==> src/rtl/ksc_pkg.sv <==
package ksc_pkg;

  typedef enum logic [1:0] {
    KIND_FETCH = 2'b00,
    KIND_LOAD  = 2'b01,
    KIND_STORE = 2'b10,
    KIND_RSVD  = 2'b11
  } acc_kind_e;

  typedef enum logic [1:0] {
    FLT_NONE     = 2'b00,
    FLT_FETCH_AE = 2'b01,
    FLT_DATA_AE  = 2'b10
  } fault_e;

  typedef struct packed {
    logic   bypass;
    logic   to_tlb;
    logic   uncached;
    fault_e fault;
  } route_t;

endpackage

==> src/rtl/ksc_segdec.sv <==
module ksc_segdec #(
  parameter int          VA_W      = 32,
  parameter int          SEG_W     = 3,
  parameter logic [SEG_W-1:0] SEG_PRIV = 3'b100,
  parameter logic [SEG_W-1:0] SEG_OPEN = 3'b101,
  parameter logic [VA_W-1:0]  UNC_MASK = 32'hA000_0000
) (
  input  logic [VA_W-1:0] vaddr,
  output logic            in_priv,
  output logic            in_open,
  output logic            uncached,
  output logic [VA_W-1:0] phys
);
  localparam int OFF_W = VA_W - SEG_W;

  logic [SEG_W-1:0] seg;

  always_comb begin
    seg      = vaddr[VA_W-1 -: SEG_W];
    in_priv  = (seg == SEG_PRIV);
    in_open  = (seg == SEG_OPEN);
    uncached = ((vaddr & UNC_MASK) == UNC_MASK);
    phys     = {{SEG_W{1'b0}}, vaddr[OFF_W-1:0]};
  end
endmodule

==> src/rtl/ksc_checks.sv <==
module ksc_checks #(
  parameter int VA_W   = 32,
  parameter int SIZE_W = 2
) (
  input  logic [VA_W-1:0]   vaddr,
  input  logic [SIZE_W-1:0] size,
  input  logic              kernel,
  input  logic              in_priv,
  output logic              misaligned,
  output logic              priv_viol
);
  localparam int OFF_W = (1 << SIZE_W) - 1;

  logic [OFF_W-1:0] low_mask;

  generate
    for (genvar g = 0; g < OFF_W; g++) begin : g_mask
      assign low_mask[g] = (g < int'(size));
    end
  endgenerate

  always_comb begin
    misaligned = |(vaddr[OFF_W-1:0] & low_mask);
    priv_viol  = in_priv & ~kernel;
  end
endmodule

==> src/rtl/ksc_prio.sv <==
module ksc_prio
  import ksc_pkg::*;
#(
  parameter int VA_W = 32
) (
  input  logic [VA_W-1:0] vaddr,
  input  logic [VA_W-1:0] phys,
  input  logic [1:0]      kind,
  input  logic            in_priv,
  input  logic            in_open,
  input  logic            uncached,
  input  logic            misaligned,
  input  logic            priv_viol,
  output route_t          route,
  output logic [VA_W-1:0] addr
);
  logic addr_err;

  always_comb begin
    addr_err       = misaligned | priv_viol;
    route.uncached = uncached;
    route.bypass   = 1'b0;
    route.to_tlb   = 1'b0;
    route.fault    = FLT_NONE;
    addr           = vaddr;
    if (addr_err) begin
      route.fault = (kind == KIND_FETCH) ? FLT_FETCH_AE : FLT_DATA_AE;
    end else if (in_priv | in_open) begin
      route.bypass = 1'b1;
      addr         = phys;
    end else begin
      route.to_tlb = 1'b1;
    end
  end
endmodule

==> src/rtl/ksc_classifier.sv <==
module ksc_classifier
  import ksc_pkg::*;
#(
  parameter int VA_W   = 32,
  parameter int SIZE_W = 2
) (
  input  logic              clk,
  input  logic              rst_n,
  input  logic              req_valid,
  input  logic [VA_W-1:0]   req_vaddr,
  input  logic [SIZE_W-1:0] req_size,
  input  logic [1:0]        req_kind,
  input  logic              req_kernel,
  output logic              out_valid,
  output logic              out_bypass,
  output logic              out_to_tlb,
  output logic              out_uncached,
  output logic [1:0]        out_fault,
  output logic [VA_W-1:0]   out_addr
);
  logic            in_priv, in_open, uncached, misaligned, priv_viol;
  logic [VA_W-1:0] phys, addr_c;
  route_t          route_c;

  logic            valid_q, valid_d;
  route_t          route_q, route_d;
  logic [VA_W-1:0] addr_q, addr_d;

  ksc_segdec #(.VA_W(VA_W)) u_seg (
    .vaddr(req_vaddr), .in_priv(in_priv), .in_open(in_open),
    .uncached(uncached), .phys(phys)
  );

  ksc_checks #(.VA_W(VA_W), .SIZE_W(SIZE_W)) u_chk (
    .vaddr(req_vaddr), .size(req_size), .kernel(req_kernel),
    .in_priv(in_priv), .misaligned(misaligned), .priv_viol(priv_viol)
  );

  ksc_prio #(.VA_W(VA_W)) u_prio (
    .vaddr(req_vaddr), .phys(phys), .kind(req_kind),
    .in_priv(in_priv), .in_open(in_open), .uncached(uncached),
    .misaligned(misaligned), .priv_viol(priv_viol),
    .route(route_c), .addr(addr_c)
  );

  always_comb begin
    valid_d = req_valid;
    route_d = route_q;
    addr_d  = addr_q;
    if (req_valid) begin
      route_d = route_c;
      addr_d  = addr_c;
    end
  end

  always_ff @(posedge clk or negedge rst_n) begin
    if (!rst_n) begin
      valid_q <= 1'b0;
      route_q <= '0;
      addr_q  <= '0;
    end else begin
      valid_q <= valid_d;
      route_q <= route_d;
      addr_q  <= addr_d;
    end
  end

  assign out_valid    = valid_q;
  assign out_bypass   = route_q.bypass;
  assign out_to_tlb   = route_q.to_tlb;
  assign out_uncached = route_q.uncached;
  assign out_fault    = route_q.fault;
  assign out_addr     = addr_q;
endmodule

==> config.mk <==
export PLATFORM = sky130hd
export DESIGN_NAME = ksc_classifier
export DESIGN_NICKNAME = d
export VERILOG_FILES = /design/src/rtl/ksc_pkg.sv /design/src/rtl/ksc_segdec.sv /design/src/rtl/ksc_checks.sv /design/src/rtl/ksc_prio.sv /design/src/rtl/ksc_classifier.sv
export SDC_FILE = /design/constraint.sdc
export NUM_CORES = 1
export LEC_CHECK = 0
export BUFFER_PORTS_ARGS = -buffer_cell sky130_fd_sc_hd__clkbuf_2
export CAP_MARGIN = 20
export CORE_MARGIN = 5
export CORE_UTILIZATION = 46
export CTS_CLUSTER_DIAMETER = 120
export DETAILED_ROUTE_END_ITERATION = 7
export HOLD_SLACK_MARGIN = 0.08
export PLACE_DENSITY = 0.75
export SYNTH_ARGS = -nofsm -noshare
export SYNTH_HDL_FRONTEND = slang
export SYNTH_HIERARCHICAL = 1
export SYNTH_SLANG_ARGS = --single-unit
==> constraint.sdc <==
create_clock -name clk -period 0.8 [get_ports clk]
set_input_delay 0.2 -clock clk [delete_from_list [all_inputs] [get_ports clk]]
set_output_delay 0.2 -clock clk [all_outputs]
set_load 0.01 [all_outputs]
# Yosys cells after proc, flatten, opt, wreduce, memory -nomap -nowiden
# Index checks and enable logic that the tools add are counted.
[op_classes]
add_sub_neg = 0
multipliers = 0
n_div = 0
n_lt_le_gt_ge = 3
eq_ne = 3
shifts = 0
mux = 7
bitwise = 5
n_reduce_logical = 2
[ops]
columns = ["op", "count"]
rows = [
  ["$mux 32", 2],
  ["$eq 3x3->1 const B", 2],
  ["$mux 2", 3],
  ["$lt 1x2->1 const A", 2],
  ["$and 3x3->3", 1],
  ["$reduce_or 3->1", 1],
  ["$eq 2x2->1 const B", 1],
  ["$logic_not 2->1", 1],
  ["$lt 2x2->1 const A", 1],
  ["$mux 1", 2],
  ["$or 1x1->1", 2],
  ["$and 1x1->1", 1],
  ["$not 1->1", 1],
]
[totals]
ff_bits = 38
latch_bits = 0
mem_bits_rw = 0
rom_bits = 0
inputBits = 40
out_inout_bits = 38
n_memories = 0

# Longest topological paths before layout
[depth]
word_depth = 5
ltp_mapped = 8
ltp_nobuf = 6

# Hierarchy
# The synthesis kept the hierarchy.
[by_module_without_submodules]
columns = ["mod", "instances", "cells_per_inst", "area_each_um2", "seq_area_each_um2"]
rows = [
  ["ksc_classifier", 1, 79, 1551.5, 950.9],
  ["ksc_prio", 1, 43, 580.6, 0.0],
  ["ksc_segdec", 1, 36, 271.5, 0.0],
  ["ksc_checks", 1, 5, 25.0, 0.0],
]

# Least setup slack after synthesis
# OpenSTA, ideal clock, no wires.
[synth_timing]
kind = "in2reg"
startpoint = "input port req_vaddr[30]"
endpoint = "register addr_q[10] (netlist: out_addr[10])"
setup_ns = 0.125
t_arrival_ns = 1.587
t_required_ns = 0.675
setup_slack_ns = -0.912
path_stages = 8
cell_sequence = "nor3b_2 -> nor2b_1 -> nor2_2 -> o21a_1 -> buf_6 -> buf_12 -> mux2_4 -> mux2_4"
[synth_via]
elab_chain_len = 4
[synth_rtl]
columns = ["item", "line", "text"]
rows = [
  ["from (decl)", "ksc_classifier.sv:10", "input logic [VA_W-1:0] req_vaddr,"],
  ["$eq 3x3->1", "ksc_segdec.sv:20", "in_priv = (seg == SEG_PRIV);"],
  ["$and 1x1->1", "ksc_checks.sv:24", "priv_viol = in_priv & ~kernel;"],
  ["via priv_viol", "ksc_classifier.sv:21", "logic in_priv, in_open, uncached, misaligned, priv_viol;"],
  ["$or 1x1->1", "ksc_prio.sv:20", "addr_err = misaligned | priv_viol;"],
  ["$mux 32", "ksc_prio.sv:26", "if (addr_err) begin"],
  ["via addr_c[10]", "ksc_classifier.sv:22", "logic [VA_W-1:0] phys, addr_c;"],
  ["to (signal assigned)", "ksc_classifier.sv:64", "addr_q <= addr_d;"],
  ["to (decl)", "ksc_classifier.sv:27", "logic [VA_W-1:0] addr_q, addr_d;"],
]
# The timed path passes the listed nets, and every way through them passes these cells.
# A chain may end at the register's enable or synchronous reset.

# Worst setup path in the final report
[layout_timing]
startpoint = "input port req_vaddr[1]"
endpoint = "register addr_q[30] (netlist: out_addr[30])"
[layout_via]
elab_chain_len = 4
[layout_rtl]
columns = ["item", "line", "text"]
rows = [
  ["$and 3x3->3", "ksc_checks.sv:23", "misaligned = |(vaddr[OFF_W-1:0] & low_mask);"],
  ["$reduce_or 3->1", "ksc_checks.sv:23", ""],
  ["via misaligned", "ksc_classifier.sv:21", ""],
  ["$or 1x1->1", "ksc_prio.sv:20", ""],
  ["$mux 32", "ksc_prio.sv:26", ""],
  ["via addr_c[30]", "ksc_classifier.sv:22", ""],
]
# The timed path passes the listed nets, and every way through them passes these cells.

==> impl_metrics.toml <==
[run_status]
status = "finished with violations"
violations = "setup timing"

[synthesis]
async_reset_ff_share_pct = 100.0
synth_edf_count = 0
yosys_most_used_dff = "dfrtp_1"
syn_inst = 163
synth_cell_type_count = 19
ys_warn_count = 6
netlist_area_um2 = 2429
ys_top_cells_by_area = "dfrtp_1, mux2_4, buf_4, buf_12, mux2_2"
yosysTopAreaCellShare_pct = 39.16
ys_ff_latch = 38
syn-mean-instance-area_um2 = 14.90
ys_seq_area_share_pct = 39.16
synth.largest_area_cell = "dfrtp_1"

[detailed_routing]
drt-initial-drc-count = 19
vias = 1411
drcViolationCount = 0
ant_nets = 0
routed_wirelength_um = 4522
routedWlPerCell_um = 14.26
drt_pass1_iterations = 2
via_per_inst = 4.451

[finish]
area_growth_syn_to_layout_pct = 27.41
multiInputGateArea_um2 = 1161
fillers = 423
drive_gt1_share_pct = 80.57
antenna_cells = 0
final_nets = 286
ff_latch_area_um2 = 950.9
final_area_um2 = 3094

[floorplan]
die_width_um = 82.66
start_util_pct = 47.55
die_area_um2 = 6833
rows = 26
fp.coreArea_um2 = 5107
io-pin-count = 78
fp.dieH_um = 82.66

[worst_setup_path]
cp-startpoint = "req_vaddr[1]"
crit_path_top_delay_cell = "mux2_4"
max_stage_delay_ns = 0.30
crit_required_ns = 0.96
critical-path-top-delay-family = "multiplexers"
crit_end = "out_addr[30]$_DFFE_PN0P_"
path_depth = 8
crit_fanout = 12
arrival_ns = 1.65
critical_path_class = "input pin to flop"
critPathLaunchType = "input pin"
r2r_end = "out_addr[18]$_DFFE_PN0P_"
rrSetupSlack_ns = -0.19
critPathBufInv = 2
end_kind = "flop"
reg2reg_from = "out_addr[18]$_DFFE_PN0P_"
path_cells = "clkbuf_2 > o21ai_2 > o21ai_2 > nor2_2 > o21a_4 > buf_12 > mux2_4 > mux2_4"
worst_r2r_path_depth = 3

[sta]
worst_slack_ns = -0.6846
clock_skew_ns = 0
drv_slew = 0
fin_crit_ns = 1.485
hold_viol_final = 0
fin_crit_sh_pct = 185.6
setup_viol = 75
rsz0062_at_grt = "yes"
max_freq_ghz = 0.6736
hold_slack_ns = 0.2824

[clock_network]
worstSkewPairLatency_ns = 0.28
root_buffer = "clkbuf_8"
cts_tree = "done"
clk_pin_slew_ns = 0.07
cts_buffers = 5
clock_path_buffers = 2
cts_sinks = 38
cts_max_level = 2

[placement]
place_ws_ns = -1.009
numPortBuffers = 77
gp_congestion = 0.6822
place_hpwl_um = 3180
placed_area_um2 = 2711

[global_route]
grt_pass1_vias = 1437
antenna_found_initial = 0
grt-ovfl-total = 0
track_usage_pct = 13.23
grt_max_degree = 39
grt_pass1_wl_um = 6782

[flow_run]
drv_cap = 0

[power]
p_per_area_nw_per_um2 = 1680
peakVddDrop_v = 0.0007663
p_leak_uw = 0.001621

[min_path]
hp-class = "input pin to flop"
## per-layer routing
metal | vias up | GRT usage (%) | part of all wire [%]
li1 | 692 | - | -
met1 | 670 | 16.56 | 41
met2 | 43 | 21.71 | 51
met3 | 6 | 3.905 | 6.5
met4 | 0 | 4.575 | 1.7
met5 | - | 0 | 0
## cell usage in the layout, fill, tap and decap left out, drive strengths merged
cell type,count
a21oi,1
and2,1
and3b,1
buf,44
clkbuf,77
clkinv,1
conb,3
dfrtp,38
dlygate4sd3,1
inv,1
mux2,69
nor2,3
nor2b,1
nor3,1
nor3b,1
nor4,1
o21a,1
o21ai,2
## synthesized netlist by cell type (2+ instances only)
| cell | n |
|---|---|
| mux2_4 | 59 |
| dfrtp_1 | 38 |
| buf_4 | 33 |
| mux2_2 | 10 |
| buf_12 | 6 |
| buf_6 | 2 |
| nor2_1 | 2 |
| o21ai_1 | 2 |
## metrics by stage
step	std cells	total power [uW]	util [%]	TNS, ns
2_1_floorplan	165	3262	-	-28.08
3_3_place_gp	284	3619	53.09	-32.46
3_5_place_dp	284	3649	53.09	-33.62
4_1_cts	311	5181	58.72	-29.69
5_1_grt	317	5511	60.58	-31.66
6_report	317	5199	60.58	-29.19
## repair_timing
item | 4_1_cts | 5_1_grt
gates cloned | 1 | 0
hold endpoints to repair | 38 | 0
pin swaps | 2 | 2
hold buffers | 1 | 0
buffers inserted | 17 | 6
gates resized for setup | 7 | 18
setup endpoints to repair | 74 | 75
## worst min-delay path by stage
stage                          endpoint  depth (start not counted)  slack (ns)          start
2_1_floorplan   out_addr[0]$_DFFE_PN0P_                          0        -0.1          rst_n
3_3_place_gp   out_addr[11]$_DFFE_PN0P_                          2        0.18          rst_n
3_5_place_dp    out_addr[4]$_DFFE_PN0P_                          2        0.19          rst_n
4_1_cts        out_addr[21]$_DFFE_PN0P_                          3        0.27  req_vaddr[21]
5_1_grt         out_addr[7]$_DFFE_PN0P_                          3        0.27   req_vaddr[7]
6_report       out_addr[21]$_DFFE_PN0P_                          3        0.28  req_vaddr[21]
## sequential cells by signal, indices dropped and copies added, names as in the netlist
| name | cells |
|---|---|
| out_fault | 2 |
| out_uncached | 1 |
| out_bypass | 1 |
| out_valid | 1 |
| out_addr | 32 |
| out_to_tlb | 1 |
## where the power goes
part           switching (uW)  leakage, uW  total [uW]  internal (uW)
Clock                     632    0.0000482        1330            695
Combinational             578      0.00112        1600           1020
Sequential                127     0.000450        2280           2150
## final cells by class
cell class,instances,area share (%)
multi-input cells,85,37.53
flip-flops and latches,38,30.73
repair buffers,115,25.84
well taps,70,2.831
clock buffers,7,2.790
clock inverters,1,0.1617
inverters,1,0.1213
## cell families (layout without fill, tap and decap cells)
group	after synthesis	in the layout	share of synthesized area [%]
AND/OR/NAND/NOR	9	9	2.422
buffers and inverters	42	124	16.23
other	1	3	0.1544
multiplexers	69	69	41.11
flip-flops	38	38	39.15
AO/OA/AOI/OAI	4	4	0.9273
## worst min-delay path: stages
cell and delay, ns:
clkbuf_2 0.08, mux2_4 0.13, mux2_4 0.12
(Power assumes the default switching activity.)
